==> src/rtl/hdlc_rx_pkg.sv <==
package hdlc_rx_pkg;
   typedef enum logic [1:0] {
      BC_DATA  = 2'd0,
      BC_STUFF = 2'd1,
      BC_FLAG  = 2'd2,
      BC_ABORT = 2'd3
   } bit_class_e;

   localparam int STS_GOOD  = 0;
   localparam int STS_CRC   = 1;
   localparam int STS_ABORT = 2;
   localparam int STS_SHORT = 3;
endpackage

==> src/rtl/hdlc_rx_line_mon.sv <==
module hdlc_rx_line_mon
   import hdlc_rx_pkg::*;
#(
   parameter int ABORT_ONES = 7,
   parameter int IDLE_ONES  = 15,
   parameter int STUFF_ONES = 5
) (
   input  logic       clk,
   input  logic       rst_n,
   input  logic       bit_vld,
   input  logic       bit_in,
   output bit_class_e cls,
   output logic       idle
);
   localparam int ONES_W = $clog2(IDLE_ONES + 1);
   localparam logic [ONES_W-1:0] RUN_STUFF = ONES_W'(STUFF_ONES);
   localparam logic [ONES_W-1:0] RUN_FLAG  = ONES_W'(STUFF_ONES + 1);
   localparam logic [ONES_W-1:0] RUN_ABORT = ONES_W'(ABORT_ONES - 1);
   localparam logic [ONES_W-1:0] RUN_IDLE  = ONES_W'(IDLE_ONES - 1);
   localparam logic [ONES_W-1:0] RUN_SAT   = ONES_W'(IDLE_ONES);

   logic [ONES_W-1:0] ones_q;

   // classify the bit now on the line from the run of ones before it
   always_comb begin
      cls = BC_DATA;
      if (bit_in) begin
         if (ones_q == RUN_ABORT) cls = BC_ABORT;
      end else if (ones_q == RUN_STUFF) begin
         cls = BC_STUFF;
      end else if (ones_q == RUN_FLAG) begin
         cls = BC_FLAG;
      end
   end

   always_ff @(posedge clk) begin
      if (!rst_n) begin
         ones_q <= '0;
         idle   <= 1'b0;
      end else if (bit_vld) begin
         if (bit_in) begin
            if (ones_q != RUN_SAT) ones_q <= ones_q + 1'b1;
            if (ones_q == RUN_IDLE) idle <= 1'b1;
         end else begin
            ones_q <= '0;
            if (cls == BC_FLAG) idle <= 1'b0;
         end
      end
   end
endmodule

==> src/rtl/hdlc_rx_crc.sv <==
module hdlc_rx_crc #(
   parameter int              W       = 16,
   parameter logic [W-1:0]    POLY    = 16'h1021,
   parameter bit              REFLECT = 1'b1
) (
   input  logic [W-1:0] crc_in,
   input  logic [7:0]   byte_in,
   output logic [W-1:0] crc_out
);
   function automatic logic [W-1:0] mirror(input logic [W-1:0] v);
      logic [W-1:0] r;
      for (int i = 0; i < W; i++) r[i] = v[W-1-i];
      return r;
   endfunction

   localparam logic [W-1:0] POLY_REV = mirror(POLY);

   generate
      if (REFLECT) begin : g_lsb_first
         always_comb begin
            logic [W-1:0] c;
            logic         fb;
            c  = crc_in;
            fb = 1'b0;
            for (int i = 0; i < 8; i++) begin
               fb = c[0] ^ byte_in[i];
               c  = {1'b0, c[W-1:1]} ^ (fb ? POLY_REV : '0);
            end
            crc_out = c;
         end
      end else begin : g_msb_first
         always_comb begin
            logic [W-1:0] c;
            logic         fb;
            c  = crc_in;
            fb = 1'b0;
            for (int i = 7; i >= 0; i--) begin
               fb = c[W-1] ^ byte_in[i];
               c  = {c[W-2:0], 1'b0} ^ (fb ? POLY : '0);
            end
            crc_out = c;
         end
      end
   endgenerate
endmodule

==> src/rtl/hdlc_rx_deframer.sv <==
module hdlc_rx_deframer
   import hdlc_rx_pkg::*;
#(
   parameter int                MIN_BYTES   = 4,
   parameter int                ABORT_ONES  = 7,
   parameter int                IDLE_ONES   = 15,
   parameter int                CRC_W       = 16,
   parameter logic [CRC_W-1:0]  CRC_POLY    = 16'h1021,
   parameter logic [CRC_W-1:0]  CRC_INIT    = 16'hFFFF,
   parameter logic [CRC_W-1:0]  CRC_GOOD    = 16'hF0B8,
   parameter bit                CRC_REFLECT = 1'b1
) (
   input  logic       clk,
   input  logic       rst_n,
   input  logic       ser_vld,
   input  logic       ser_bit,
   output logic       fifo_wr,
   output logic [7:0] fifo_data,
   output logic       line_idle
);
   localparam int STUFF_ONES = 5;
   localparam int CNT_W      = $clog2(MIN_BYTES + 1);
   localparam logic [CNT_W-1:0] MIN_CNT = CNT_W'(MIN_BYTES);

   generate
      if (ABORT_ONES <= STUFF_ONES + 1) begin : g_bad_abort
         $error("ABORT_ONES must exceed the flag run of ones");
      end
      if (IDLE_ONES < ABORT_ONES) begin : g_bad_idle
         $error("IDLE_ONES must not be below ABORT_ONES");
      end
      if (MIN_BYTES < 1) begin : g_bad_min
         $error("MIN_BYTES must be at least one");
      end
      if (CRC_W < 8) begin : g_bad_crc
         $error("CRC_W must be at least eight");
      end
   endgenerate

   bit_class_e       line_cls;
   logic             in_frame_q;
   logic [7:0]       sh_q;
   logic [2:0]       bitcnt_q;
   logic [CNT_W-1:0] bytecnt_q;
   logic [CRC_W-1:0] crc_q;
   logic [CRC_W-1:0] crc_next;
   logic [7:0]       byte_next;
   logic [7:0]       sts_word;
   logic             wr_sts_q;
   logic             push;

   hdlc_rx_line_mon #(
      .ABORT_ONES (ABORT_ONES),
      .IDLE_ONES  (IDLE_ONES),
      .STUFF_ONES (STUFF_ONES)
   ) line_i (
      .clk     (clk),
      .rst_n   (rst_n),
      .bit_vld (ser_vld),
      .bit_in  (ser_bit),
      .cls     (line_cls),
      .idle    (line_idle)
   );

   assign byte_next = {ser_bit, sh_q[7:1]};
   assign push      = ser_vld && in_frame_q && (line_cls == BC_DATA);

   hdlc_rx_crc #(
      .W       (CRC_W),
      .POLY    (CRC_POLY),
      .REFLECT (CRC_REFLECT)
   ) crc_i (
      .crc_in  (crc_q),
      .byte_in (byte_next),
      .crc_out (crc_next)
   );

   // outcome of the frame that the current flag or abort closes
   always_comb begin
      sts_word = '0;
      if (line_cls == BC_ABORT)
         sts_word[STS_ABORT] = 1'b1;
      else if (bytecnt_q < MIN_CNT || bitcnt_q != 3'd7)
         sts_word[STS_SHORT] = 1'b1;
      else if (crc_q == CRC_GOOD)
         sts_word[STS_GOOD] = 1'b1;
      else
         sts_word[STS_CRC] = 1'b1;
   end

   always_ff @(posedge clk) begin
      if (!rst_n) begin
         in_frame_q <= 1'b0;
         sh_q       <= '0;
         bitcnt_q   <= '0;
         bytecnt_q  <= '0;
         crc_q      <= CRC_INIT;
         fifo_wr    <= 1'b0;
         fifo_data  <= '0;
         wr_sts_q   <= 1'b0;
      end else begin
         fifo_wr  <= 1'b0;
         wr_sts_q <= 1'b0;
         if (ser_vld && line_cls == BC_FLAG) begin
            if (in_frame_q && bytecnt_q != '0) begin
               fifo_wr   <= 1'b1;
               fifo_data <= sts_word;
               wr_sts_q  <= 1'b1;
            end
            in_frame_q <= 1'b1;
            bitcnt_q   <= '0;
            bytecnt_q  <= '0;
            crc_q      <= CRC_INIT;
         end else if (ser_vld && in_frame_q && line_cls == BC_ABORT) begin
            if (bytecnt_q != '0) begin
               fifo_wr   <= 1'b1;
               fifo_data <= sts_word;
               wr_sts_q  <= 1'b1;
            end
            in_frame_q <= 1'b0;
         end else if (push) begin
            sh_q     <= byte_next;
            bitcnt_q <= bitcnt_q + 1'b1;
            if (bitcnt_q == 3'd7) begin
               fifo_wr   <= 1'b1;
               fifo_data <= byte_next;
               crc_q     <= crc_next;
               if (bytecnt_q != MIN_CNT) bytecnt_q <= bytecnt_q + 1'b1;
            end
         end
      end
   end
endmodule

==> config.mk <==
export PLATFORM = sky130hd
export DESIGN_NAME = hdlc_rx_deframer
export DESIGN_NICKNAME = d
export VERILOG_FILES = /design/src/rtl/hdlc_rx_pkg.sv /design/src/rtl/hdlc_rx_line_mon.sv /design/src/rtl/hdlc_rx_crc.sv /design/src/rtl/hdlc_rx_deframer.sv
export SDC_FILE = /design/constraint.sdc
export NUM_CORES = 1
export LEC_CHECK = 0
export CAP_MARGIN = 30
export CORE_MARGIN = 2
export CORE_UTILIZATION = 25
export CTS_CLUSTER_DIAMETER = 30
export CTS_CLUSTER_SIZE = 10
export DETAILED_ROUTE_END_ITERATION = 7
export GPL_ROUTABILITY_DRIVEN = 0
export PLACE_DENSITY_LB_ADDON = 0.1
export RECOVER_POWER = 50
export SYNTH_ARGS = -nofsm -noshare
export SYNTH_HDL_FRONTEND = slang
export SYNTH_SLANG_ARGS = --single-unit
==> constraint.sdc <==
create_clock -name clk -period 2.82 [get_ports clk]
set_input_delay 0.564 -clock clk [delete_from_list [all_inputs] [get_ports clk]]
set_output_delay 0.564 -clock clk [all_outputs]
set_load 0.005 [all_outputs]
; Word level (Yosys, flattened, before mapping)
; Cells that the tools add are included.
[word_totals]
elab_cells = 104
regBits = 45
in_bits = 4
[op_classes]
n_mux = 38
n_reduce_logical = 20
eq_ne = 14
addsub = 3
n_bitwise = 19
magnitude_cmp = 1
[op_table]
columns = operator, count
row1 = 16-bit 2-to-1 mux, 8
row2 = 15-bit by 16-bit bitwise XOR with 16-bit output, 8
row3 = 8-bit 2-to-1 mux, 6
row4 = "16-bit equality test, second input constant", 1
row5 = 1-bit 2-to-1 mux, 16
row6 = 2-bit 2-to-1 mux, 6
row7 = "3-bit inequality test, second input constant", 3
row8 = 3-bit AND reduction, 3
row9 = 3-bit nonzero test, 3
row10 = "4-bit by 3-bit equality test with 1-bit output, second input constant", 2
row11 = 4-bit 2-to-1 mux, 2
row12 = 4-bit AND reduction, 2
row13 = 1-bit bitwise XOR, 8
row14 = "3-bit by 1-bit adder with 3-bit output, second input constant", 2
row15 = "2-bit by 1-bit inequality test with 1-bit output, second input constant", 3
row16 = 1-bit logical AND, 5
row17 = "4-bit by 1-bit adder with 4-bit output, second input constant", 1
row18 = "2-bit equality test, second input constant", 2
row19 = "4-bit equality test, second input constant", 1
row20 = "4-bit inequality test, second input constant", 1
row21 = 2-bit AND reduction, 2
row22 = 2-bit nonzero test, 2
row23 = "3-bit equality test, second input constant", 1
row24 = "3-bit less-than comparator, second input constant", 1
row25 = other kinds (4), 6

; Logic depth before layout (Yosys ltp)
; Gate-level depths: netlist of run 1.
[logic_depth]
word_depth = 24
depth_mapped = 8

; Cells and area by module
; Synthesis of run 1 repeated with hierarchy kept, for this count alone.
[hier_totals]
hier_cells = 255
area_unflattened_um2 = 2341.0
[modules_own_cells]
columns = mod, seq_area_each_um2, cells_each, n_inst, area_per_inst_um2
row1 = hdlc_rx_deframer, 780.7, 192, 1, 1640.3
row2 = hdlc_rx_crc, 0.0, 26, 1, 387.9
row3 = hdlc_rx_line_mon, 100.1, 37, 1, 312.8

; Least setup slack after synthesis of run 1
; Ideal clock, no wire load.
[synth_path]
path_type = flip-flop to flip-flop
from = register line_i.ones_q[0]
to = register crc_q[11]
arrival_time_ps = 1566
t_required_ps = 2685
path_stages_with_launch = 8
setup_slack_ps = 1119
n_path_buf = 2
period_less_slack_ps = 1701
setup_time_ps = 135
path_cell_list = dfxtp_1 -> inv_1 -> ha_1 -> and4b_1 -> buf_4 -> a21oi_2 -> buf_2 -> o211ai_1
[synth_via]
elab_chain_cells = 8
word_cells_on_any_way = 15
classes_between = eq/ne (4) / mux (4) / bitwise (1) / reduce/logical (6)
[synth_lines]
columns = item, line_no
row1 = from (decl), hdlc_rx_line_mon.sv:22  ; logic [ONES_W-1:0] ones_q;
row2 = from (signal assigned), hdlc_rx_line_mon.sv:42  ; if (ones_q != RUN_SAT) ones_q <= ones_q + 1'b1;
row3 = 4-bit by 3-bit equality test with 1-bit output, "hdlc_rx_line_mon.sv:28, hdlc_rx_line_mon.sv:31"
row4 = 2-bit 2-to-1 mux, hdlc_rx_line_mon.sv:31  ; end else if (ones_q == RUN_FLAG) begin
row5 = 2-bit 2-to-1 mux, hdlc_rx_line_mon.sv:29  ; end else if (ones_q == RUN_STUFF) begin
row6 = 2-bit 2-to-1 mux *, hdlc_rx_line_mon.sv:27  ; if (bit_in) begin
row7 = 2-bit equality test, hdlc_rx_deframer.sv:114  ; end else if (ser_vld && in_frame_q && line_cls == BC_ABORT) begin
row8 = 1-bit logical AND, hdlc_rx_deframer.sv:114
row9 = 1-bit NOT (no line), -
row10 = 3-bit AND reduction (no line), -
row11 = to (signal assigned), hdlc_rx_deframer.sv:127  ; crc_q <= crc_next;
row12 = to (decl), hdlc_rx_deframer.sv:45  ; logic [CRC_W-1:0] crc_q;
; Mark *: on every way between the ends. The rest lies on a longest branch, timed or not.
; A chain may end at the register's enable or synchronous reset.

; Final worst setup path of run 1
[layout_path]
from = input ser_bit
to = register fifo_data[0]
[layout_via]
elab_chain_cells = 6
word_cells_on_any_way = 17
classes_between = eq/ne (4) / mux (6) / reduce/logical (7)
[layout_lines]
columns = item, line_no
row1 = from (decl), hdlc_rx_deframer.sv:16  ; input logic ser_bit,
row2 = 2-bit 2-to-1 mux *, hdlc_rx_line_mon.sv:27
row3 = 2-bit equality test, "hdlc_rx_deframer.sv:81, hdlc_rx_deframer.sv:114"
row4 = 2-bit 2-to-1 mux, hdlc_rx_deframer.sv:81  ; if (line_cls == BC_ABORT)
row5 = 8-bit 2-to-1 mux, hdlc_rx_deframer.sv:115  ; if (bytecnt_q != '0) begin
row6 = 8-bit 2-to-1 mux, hdlc_rx_deframer.sv:114
row7 = 8-bit 2-to-1 mux, hdlc_rx_deframer.sv:104  ; if (ser_vld && line_cls == BC_FLAG) begin
row8 = to (signal assigned), hdlc_rx_deframer.sv:107  ; fifo_data <= sts_word;
row9 = to (signal assigned), hdlc_rx_deframer.sv:117  ; fifo_data <= sts_word;
row10 = to (signal assigned), hdlc_rx_deframer.sv:126  ; fifo_data <= byte_next;
row11 = to (decl), hdlc_rx_deframer.sv:18  ; output logic [7:0] fifo_data,
; Mark *: on every way between the ends. The rest lies on a longest branch, timed or not. The select of a mux whose other input is x is not followed.

==> out/qor.yml, run 1 <==
status:
  status: "finished clean"
worst_setup_path:
  start_kind: "primary input"
  crit_arrival_ps: 2470
  crit_path_end: "fifo_data[0]$_SDFFE_PN0P_"
  end_kind: "register"
  crit_type: "primary input to register"
  ff2ff_path_depth: 7
  cp_max_fo: 15
  r2r_start: "line_i.ones_q[0]$_SDFFE_PN0P_"
  r2r_slack_ps: 630
  startpoint: "ser_bit"
  cp.required_ps: 2980
  r2r-end: "fifo_data[1]$_SDFFE_PN0P_"
timing:
  rsz0062_at_grt: "no"
  fin_crit_sh: 0.820
  fin_skew_ps: 11.1
  fin_tns_setup_ps: 0
  whs_ps: 472
  hold_viol_final: 0
  tightest_slew_ps: 944
  fin_crit_ps: 2310
  max_freq_mhz: 432
  max-slew-margin-rel: 0.370
  drv_slew: 0
  finalSetupViolCount: 0
synthesis:
  ys.flop_type: "dfxtp_1"
  synth_xor_area_frac: 0.116
  synth_cell_type_count: 63
  yosysWarnings: 0
  netlist.area_leader.share: 0.366
  synth.ff_latch_count: 44
  synth-simple-area-share: 0.190
  synth_compound_area_frac: 0.244
  synth_top_family_by_area: "compound AO/OA/AOI/OAI gates"
  muxShareOfSynthArea: 0
  synth_edf_count: 0
  yosys-top-cells-area: "dfxtp_1, xnor2_1, nand3_1"
  synth_fp_nets: 270
  async_flop_share: 0
  syn-cell-area_sq_um: 2400
  synthAdderAreaFrac: 0.0364
  netlist_instances: 259
  yosysSeqAreaShare: 0.366
  synth_largest_area_cell: "dfxtp_1"
  syn_avg_cell_area_sq_um: 9.28
global_route:
  first_global_vias: 2035
  use_met3: 0.0212
  gr-usage-all-layers: 0.133
  grt_use_met1: 0.183
  grt_pass1_wl_microns: 10700
  antenna_found_initial: 0
  grt_start_max_net_pins: 19
  grt.overflow.total: 0
  grt_use_met2: 0.207
  top_usage_layer: "met2"
placement:
  dpl_cell_area_sq_um: 2690
  hpwl_microns: 4700
  io_buffers: 13
finish:
  nNetsFinal: 287
  drive_gt1_frac: 0.130
  fin_util: 0.301
  fin_area_sq_um: 2800
  area_growth_syn_to_layout_pct: 16.3
  diodes: 0
clock_tree:
  cts.sinks: 44
  cts.clk_slew.worst_paths_ps: 90
  cts_hold_buf: 0
  cts_buffers: 5
  cts_root_buffer: "clkbuf_8"
  cts_tree: "built"
  cts.htree.levels: 2
  clkLatencyLatePin_ps: 300
  cts_resized: 0
  post_cts_buffers: 0
  cts_buffer_depth: 2
power:
  leakage_uw: 0.000969
  cellPowerDensity_nw_per_um2: 428
  ir_worst_vdd_mv: 0.237
die:
  core_region_area_sq_um: 9280
  die_x_microns: 102
  start_util: 0.259
  die_h_microns: 102
  ioPinCount: 14
  dieArea_sq_um: 10400
  num_rows: 35
routing:
  vias_per_cell: 4.87
  first_pass_iters: 4
  drc: 0
  drt_iter0_markers: 102
  drt_wl_total_microns: 6350
  ant_nets: 0
  wl_per_cell_microns: 15.6
  via_count: 1976
job:
  maxCapViolations: 0
min_path:
  hp-class: "register to register"
through the flow:
step,worst slack (ps),total power [uW],cells
global placement,385,693,398
finish,507,1200,406
detailed placement,366,692,398
floorplan,1120,671,259
CTS,687,1220,406
global route,324,1250,406
kinds of logic after synthesis:
kind of cell | count (synthesis)
adders and majority gates | 7
buffers and inverters | 21
xor gates and xnor gates | 26
DFF | 44
AOI/OAI and AO/OA | 87
and+or+nand+nor | 74
critical path: stages:
cell	delay, ps
dlygate4sd3_1	700
nand4bb_1	210
o211ai_2	320
buf_4	310
a221oi_1	290
nor3_2	70
power breakdown:
part	total (uW)	switching, uW	internal, uW	leakage [uW]
registers	624	1.99	622	0.000355
clock network	521	231	290	0.0000614
logic	50.9	33.3	17.6	0.000553
placed cells by master (no fill, tap or decap), drive strengths merged, types with 2 or more instances in the layout:
| master | n |
|---|---|
| a211oi | 2 |
| a21oi | 24 |
| a31oi | 5 |
| and2 | 2 |
| buf | 10 |
| clkbuf | 7 |
| clkinv | 2 |
| dfxtp | 44 |
| dlygate4sd3 | 12 |
| ha | 7 |
| inv | 6 |
| nand2 | 8 |
| nand2b | 2 |
| nand3 | 28 |
| nand4 | 3 |
| nand4b | 4 |
| nor2 | 6 |
| nor2b | 3 |
| nor3 | 5 |
| o211a | 2 |
| o211ai | 7 |
| o21ai | 32 |
| o311ai | 2 |
| o31ai | 4 |
| or3 | 3 |
| or4b | 2 |
| xnor2 | 20 |
| xnor3 | 2 |
| xor2 | 4 |
area by class of cell:
type                       instances  area (sq um)
inverter                           7          26.3
fill                            1001          6490
clock inverter                     2          38.8
multi-input combinational        194          1400
sequential                        44           881
tap                              129           161
clock buffer                       6          82.6
timing repair buffer              24           209
how the worst min path moves through the flow:
stage,from,to,slack [ps],cells past startpoint
after floorplan,bitcnt_q[1]$_SDFFE_PP0P_,bitcnt_q[1]$_SDFFE_PP0P_,460,2
after global placement,fifo_data[4]$_SDFFE_PN0P_,fifo_data[4]$_SDFFE_PN0P_,460,2
after detailed placement,fifo_data[5]$_SDFFE_PN0P_,fifo_data[5]$_SDFFE_PN0P_,470,2
after CTS,fifo_data[5]$_SDFFE_PN0P_,fifo_data[5]$_SDFFE_PN0P_,480,2
after global routing,fifo_data[6]$_SDFFE_PN0P_,fifo_data[6]$_SDFFE_PN0P_,510,2
final,fifo_data[5]$_SDFFE_PN0P_,fifo_data[5]$_SDFFE_PN0P_,470,2
Yosys cell counts (all sizes together), types with 3 or more instances:
| cell type | n |
|---|---|
| or3 | 3 |
| o31ai | 4 |
| xnor2 | 20 |
| buf | 11 |
| nand4 | 3 |
| inv | 6 |
| nor3 | 5 |
| nor2b | 3 |
| dfxtp | 44 |
| nor2 | 6 |
| o21ai | 32 |
| nand4b | 4 |
| clkbuf | 3 |
| xor2 | 4 |
| a31oi | 5 |
| ha | 7 |
| a21oi | 24 |
| o211ai | 7 |
| nand2 | 8 |
| nand3 | 28 |
state kept, by name (all words and copies together), names as in the netlist, 3 cells and up:
name	flops
line_i.ones_q	4
crc_q	16
bytecnt_q	3
fifo_data	8
bitcnt_q	3
sh_q	7
metal layers:
metal	routed length (microns)	vias up
met2	2930	22
met4	131	0
met5	0	-
li1	-	992
met1	3150	951
met3	130	11
No activity file was read; power rests on OpenSTA's default activity.
==> inputs of run 2 (changes only) <==
- clock period: 2.82 -> 1.9 ns (I/O delays scaled with it)
==> run 2 against run 1 <==
Compared with the run above: sequential share of layout area fell by 3.6 points; core utilization rose by 3.9 points; combinational power rose by 110%; first-iteration DRC count fell by 42%; sequential cell count did not move; worst hold slack improved by 3.8 ps; cell area rose by 13%; sequential power rose by 48%; clock skew fell by 1.6 ps; largest cell class unchanged; largest power group unchanged; highest routed layer unchanged.
==> out/qor.yml, run 2 (synthesized netlist as in run 1, its figures left out) <==
status:
  status: "finished clean"
finish:
  top_regs: "crc_q x16, fifo_data x8, sh_q x7"
  drive_gt1_frac: 0.248  # +0.118
  mostFrequentLayoutCells: "dfxtp_1, buf_4, nand3_1"
  largest-register: "crc_q"
  final_cells: 443  # +9.1%
  area_growth_syn_to_layout_pct: 31.2
  nNetsFinal: 324  # +13%
  final_common_cell: "dfxtp_1"
  num-fill-cells: 966  # -3.5%
  regArea_sq_um: 881  # unchanged
  multi_input_area_sq_um: 1450  # +3.9%
  largest_reg_flops: 16  # unchanged
  diodes: 0  # unchanged
placement:
  hpwl_microns: 5060  # +7.6%
  post-place-ws_ps: -263  # -630 ps
  numPlacedInstances: 435  # +9.3%
  io_buffers: 13  # unchanged
timing:
  drv_slew: 0  # unchanged
  fin_ws_ps: 119  # -388 ps
  fin_crit_sh: 0.937
  tightest_slew_ps: 492  # -452 ps
  fin_crit_ps: 1780
  hold_viol_final: 0  # unchanged
  max_freq_mhz: 561
  rsz0062_at_grt: "no"
  fin_skew_ps: 9.59  # -1.55 ps
  max-slew-margin-rel: 0.669  # +0.299
  whs_ps: 476  # +3.79 ps
  finalSetupViolCount: 0  # unchanged
clock_tree:
  cts.htree.levels: 2  # unchanged
  cts.sinks: 44  # unchanged
  cts_buffers: 5  # unchanged
  cts_tree: "built"
  cts_buffer_depth: 2  # unchanged
  clkLatencyLatePin_ps: 300  # about the same
  cts_hold_buf: 0  # unchanged
  post_cts_buffers: 0  # unchanged
  cts_root_buffer: "clkbuf_8"
  cts.clk_slew.worst_paths_ps: 90  # about the same
routing:
  ant_nets: 0  # unchanged
  drt_wl_total_microns: 6740  # +6.2%
  drt_iter0_markers: 59  # -42%
  drc: 0  # unchanged
  via_count: 2094  # +6.0%
  wl_per_cell_microns: 15.2  # -2.7%
  first_pass_iters: 6  # +2
  vias_per_cell: 4.73  # -2.9%
worst_setup_path:
  ff2ff_path_depth: 7  # unchanged
  r2r_slack_ps: 150  # -480 ps
  crit_type: "primary input to register"
  cp.required_ps: 2130  # -850 ps
  start_kind: "primary input"
  cp_max_fo: 4  # -11
  r2r-end: "bitcnt_q[0]$_SDFFE_PP0P_"
  r2r_start: "line_i.ones_q[1]$_SDFFE_PN0P_"
  end_kind: "register"
  crit_arrival_ps: 2010  # -460 ps
global_route:
  grt.overflow.total: 0  # unchanged
  first_global_vias: 2080  # +2.2%
  grt_pass1_wl_microns: 11200  # +4.2%
  gr-usage-all-layers: 0.139  # +0.00666
  grt_start_max_net_pins: 19  # unchanged
  antenna_found_initial: 0  # unchanged
power:
  leakage_uw: 0.00119  # +23%
  ir_worst_vdd_mv: 0.308  # +30%
  cellPowerDensity_nw_per_um2: 533  # +24%
die:
  core_region_area_sq_um: 9280  # unchanged
  num_rows: 35  # unchanged
  die_x_microns: 102  # unchanged
  start_util: 0.259  # unchanged
  ioPinCount: 14  # unchanged
  die_h_microns: 102  # unchanged
  dieArea_sq_um: 10400  # unchanged
min_path:
  hp-class: "register to register"
  hp-start: "fifo_data[5]$_SDFFE_PN0P_"
  hold-path-endpoint: "fifo_data[5]$_SDFFE_PN0P_"
  whs_path_depth: 2  # unchanged
job:
  maxCapViolations: 0  # unchanged
[run 2: worst max path at each step]
stage / start / end / slack [ps] / cells past startpoint
6_report: ser_vld / bytecnt_q[0]$_SDFFE_PP0P_ / 120 / 6
2_1_floorplan: line_i.ones_q[0]$_SDFFE_PN0P_ / crc_q[11]$_SDFFE_PP1P_ / 200 / 7
4_1_cts: line_i.ones_q[0]$_SDFFE_PN0P_ / bytecnt_q[1]$_SDFFE_PP0P_ / 2 / 6
5_1_grt: bitcnt_q[0]$_SDFFE_PP0P_ / fifo_data[5]$_SDFFE_PN0P_ / 6 / 7
3_3_place_gp: ser_bit / fifo_data[1]$_SDFFE_PN0P_ / -250 / 6
3_5_place_dp: ser_bit / bytecnt_q[1]$_SDFFE_PP0P_ / -260 / 6
[run 2: worst max-delay path, stage by stage]
cell	delay (ps)
clkdlybuf4s50_1	580
buf_4	150
and2_4	160
o211ai_4	80
or4_1	510
a21oi_1	140
[run 2: what timing repair did]
action                                 CTS  global route
endpoints found under the hold margin    0             0
gates resized for setup                  1            12
setup endpoints to repair                6            24
pin swaps                                0             2
[run 2: power breakdown]
| part | leakage [uW] | switching, uW | internal (uW) |
|---|---|---|---|
| clock | 0.0000434 | 351 | 295 |
| combinational | 0.000793 | 58.6 | 49.5 |
| sequential | 0.000355 | 2.25 | 924 |
| total | 0.00119 | 412 | 1270 |
[run 2: through the flow]
stage	total power [uW]	setup TNS [ps]	instance area (sq um)	utilization
after floorplan	996	0	2400	-
after global placement	1060	-6780	3020	0.325
after detailed placement	1060	-7560	3020	0.325
after CTS	1710	0	3120	0.336
after global routing	1760	0	3150	0.340
final	1680	0	3150	0.340
[run 2: cell type report]
class | instances | area share
clock buffer | 6 | 0.0262
clock inverter | 2 | 0.00476
inverter | 7 | 0.00833
multi-input combinational | 194 | 0.460
sequential | 44 | 0.279
tap | 129 | 0.0512
timing repair buffer | 61 | 0.171
[run 2: layer usage]
metal  vias up  part of all wire  global-route usage
met2        31              0.49               0.234
met3         4             0.028              0.0260
li1       1063                 -                   -
met1       996              0.48               0.184
met4         0            0.0096              0.0379
met5         -                 0                   0
==> inputs of run 3 (changes only) <==
- CELL_PAD_IN_SITES_DETAIL_PLACEMENT: not set -> 0
- CELL_PAD_IN_SITES_GLOBAL_PLACEMENT: not set -> 1
==> run 3 against run 2 <==
Compared with the run above: via count fell by 0.48%; critical path depth is 1 higher; routed wire length grew 1.1%; critical path type is now register to register; highest routed layer unchanged; combinational power hardly changed; clock skew is 5.3 ps higher; power up 1.3%; global-route usage about the same.
==> out/qor.yml, run 3 (synthesized netlist as in run 1, its figures left out) <==
finish:
  top_regs: "crc_q x16, fifo_data x8, sh_q x7"
  mostFrequentLayoutCells: "dfxtp_1, buf_4, nand3_1"
  largest_reg_flops: 16  # unchanged
  final_cells: 440  # -0.68%
  drive_gt1_frac: 0.238  # -0.0105
  largest-register: "crc_q"
  diodes: 0  # unchanged
  area_growth_syn_to_layout_pct: 29.0
  nNetsFinal: 321  # -0.93%
  num-fill-cells: 989  # +2.4%
  final_common_cell: "dfxtp_1"
timing:
  drv_slew: 0  # unchanged
  tightest_slew_ps: 441  # -51.5 ps
  fin_skew_ps: 14.9  # +5.32 ps
  max-slew-margin-rel: 0.704  # +0.0346
  hold_viol_final: 0  # unchanged
  max_freq_mhz: 556  # -1.0%
  rsz0062_at_grt: "no"
  whs_ps: 481  # +5.15 ps
  fin_crit_sh: 0.947  # +0.00986
  finalSetupViolCount: 0  # unchanged
  fin_crit_ps: 1800  # +18.7 ps
worst_setup_path:
  r2r_start: "line_i.ones_q[0]$_SDFFE_PN0P_"
  end_kind: "register"
  crit_arrival_ps: 2010  # about the same
  start_kind: "register"
  ff2ff_path_depth: 7  # unchanged
  r2r_slack_ps: 100  # -50 ps
  slowest_stage: "dfxtp_2"
  cp.required_ps: 2110  # -20 ps
  critPathMaxStageDelay_ps: 370  # -210 ps
  crit_type: "register to register"
  critPathBufInv: 2  # unchanged
  cp_max_fo: 5  # +1
  critPathTopFamily: "compound AO/OA/AOI/OAI gates"
  crit_chain: "inv_1 -> ha_1 -> and4b_2 -> a31oi_4 -> buf_4 -> a31oi_1 -> a311oi_2"
  r2r-end: "bytecnt_q[2]$_SDFFE_PP0P_"
global_route:
  antenna_found_initial: 0  # unchanged
  gr-usage-all-layers: 0.139  # about the same
  grt.overflow.total: 0  # unchanged
  grt_start_max_net_pins: 19  # unchanged
  grt_pass1_wl_microns: 11200  # -0.30%
  first_global_vias: 2089  # +0.43%
min_path:
  hp-start: "fifo_data[7]$_SDFFE_PN0P_"
  hold-path-endpoint: "fifo_data[7]$_SDFFE_PN0P_"
  hp-class: "register to register"
  whs_path_depth: 2  # unchanged
clock_tree:
  cts_buffer_depth: 2  # unchanged
  cts_root_buffer: "clkbuf_8"
  clkLatencyLatePin_ps: 310  # about the same
  cts.sinks: 44  # unchanged
  cts.htree.levels: 2  # unchanged
  cts.clk_slew.worst_paths_ps: 90  # about the same
  cts_buffers: 5  # unchanged
  post_cts_buffers: 0  # unchanged
  cts_tree: "built"
die:
  num_rows: 35  # unchanged
  core_region_area_sq_um: 9280  # unchanged
  dieArea_sq_um: 10400  # unchanged
  start_util: 0.259  # unchanged
  ioPinCount: 14  # unchanged
  die_x_microns: 102  # unchanged
  die_h_microns: 102  # unchanged
power:
  cellPowerDensity_nw_per_um2: 549  # +3.0%
  ir_worst_vdd_mv: 0.276  # -10%
  leakage_uw: 0.00115  # -3.8%
routing:
  drc: 0  # unchanged
  vias_per_cell: 4.74  # +0.20%
  first_pass_iters: 6  # unchanged
  via_count: 2084  # -0.48%
  drt_iter0_markers: 64  # +8.5%
  wl_per_cell_microns: 15.5  # +1.8%
  ant_nets: 0  # unchanged
  drt_wl_total_microns: 6810  # +1.1%
placement:
  io_buffers: 13  # unchanged
  hpwl_microns: 5130  # +1.5%
  numPlacedInstances: 432  # -0.69%
status:
  status: "finished clean"
job:
  maxCapViolations: 0  # unchanged
-- run 3: timing repair --
item,in CTS,in global routing
setup endpoints to repair,0,31
resized for setup,0,6
hold buffers,0,0
-- run 3: power breakdown --
group / total, uW / internal, uW / switching [uW]
clock: 666 / 296 / 371
combinational: 108 / 51.5 / 56.5
sequential: 927 / 924 / 2.84
-- run 3: per-layer routing --
metal | track usage | up-vias | part of all wire
met1 | 0.198 | 997 | 0.51
met5 | 0 | - | 0
li1 | - | 1057 | -
met2 | 0.225 | 25 | 0.46
met3 | 0.0233 | 5 | 0.024
met4 | 0.0277 | 0 | 0.0060
-- run 3: stage by stage --
step | TNS, ps | utilization | setup WS, ps | area, sq um | total power, uW
6_report | 0 | 0.334 | 100 | 3100 | 1700
5_1_grt | 0 | 0.334 | 8.39 | 3100 | 1770
4_1_cts | 0 | 0.334 | 5.92 | 3100 | 1720
3_5_place_dp | -6250 | 0.324 | -242 | 3010 | 1060
3_3_place_gp | -4580 | 0.324 | -189 | 3010 | 1060
2_1_floorplan | 0 | - | 199 | 2400 | 996
-- run 3: how the worst max path moves through the flow --
stage / from / endpoint / slack [ps] / cells after the start
finish: line_i.ones_q[0]$_SDFFE_PN0P_ / bytecnt_q[2]$_SDFFE_PP0P_ / 100 / 7
global route: line_i.ones_q[0]$_SDFFE_PN0P_ / fifo_data[6]$_SDFFE_PN0P_ / 8 / 7
CTS: line_i.ones_q[0]$_SDFFE_PN0P_ / bytecnt_q[2]$_SDFFE_PP0P_ / 6 / 7
detailed placement: ser_bit / bytecnt_q[1]$_SDFFE_PP0P_ / -240 / 6
global placement: ser_bit / bytecnt_q[0]$_SDFFE_PP0P_ / -190 / 5
floorplan: line_i.ones_q[0]$_SDFFE_PN0P_ / crc_q[11]$_SDFFE_PP1P_ / 200 / 7
-- run 3: cell type report --
type / count / area [sq um] / share of cell area
tap: 129 / 161 / 0.0520
timing repair buffer: 58 / 518 / 0.167
inverter: 7 / 26.3 / 0.00847
sequential: 44 / 882 / 0.284
multi-input combinational: 194 / 1420 / 0.457
clock buffer: 6 / 82.6 / 0.0266
clock inverter: 2 / 15.0 / 0.00484
-- run 3: tightest hold or removal path: stages (launching register included) --
cell and delay [ps]:
dfxtp_1 310, o21ai_1 70, a21oi_1 60
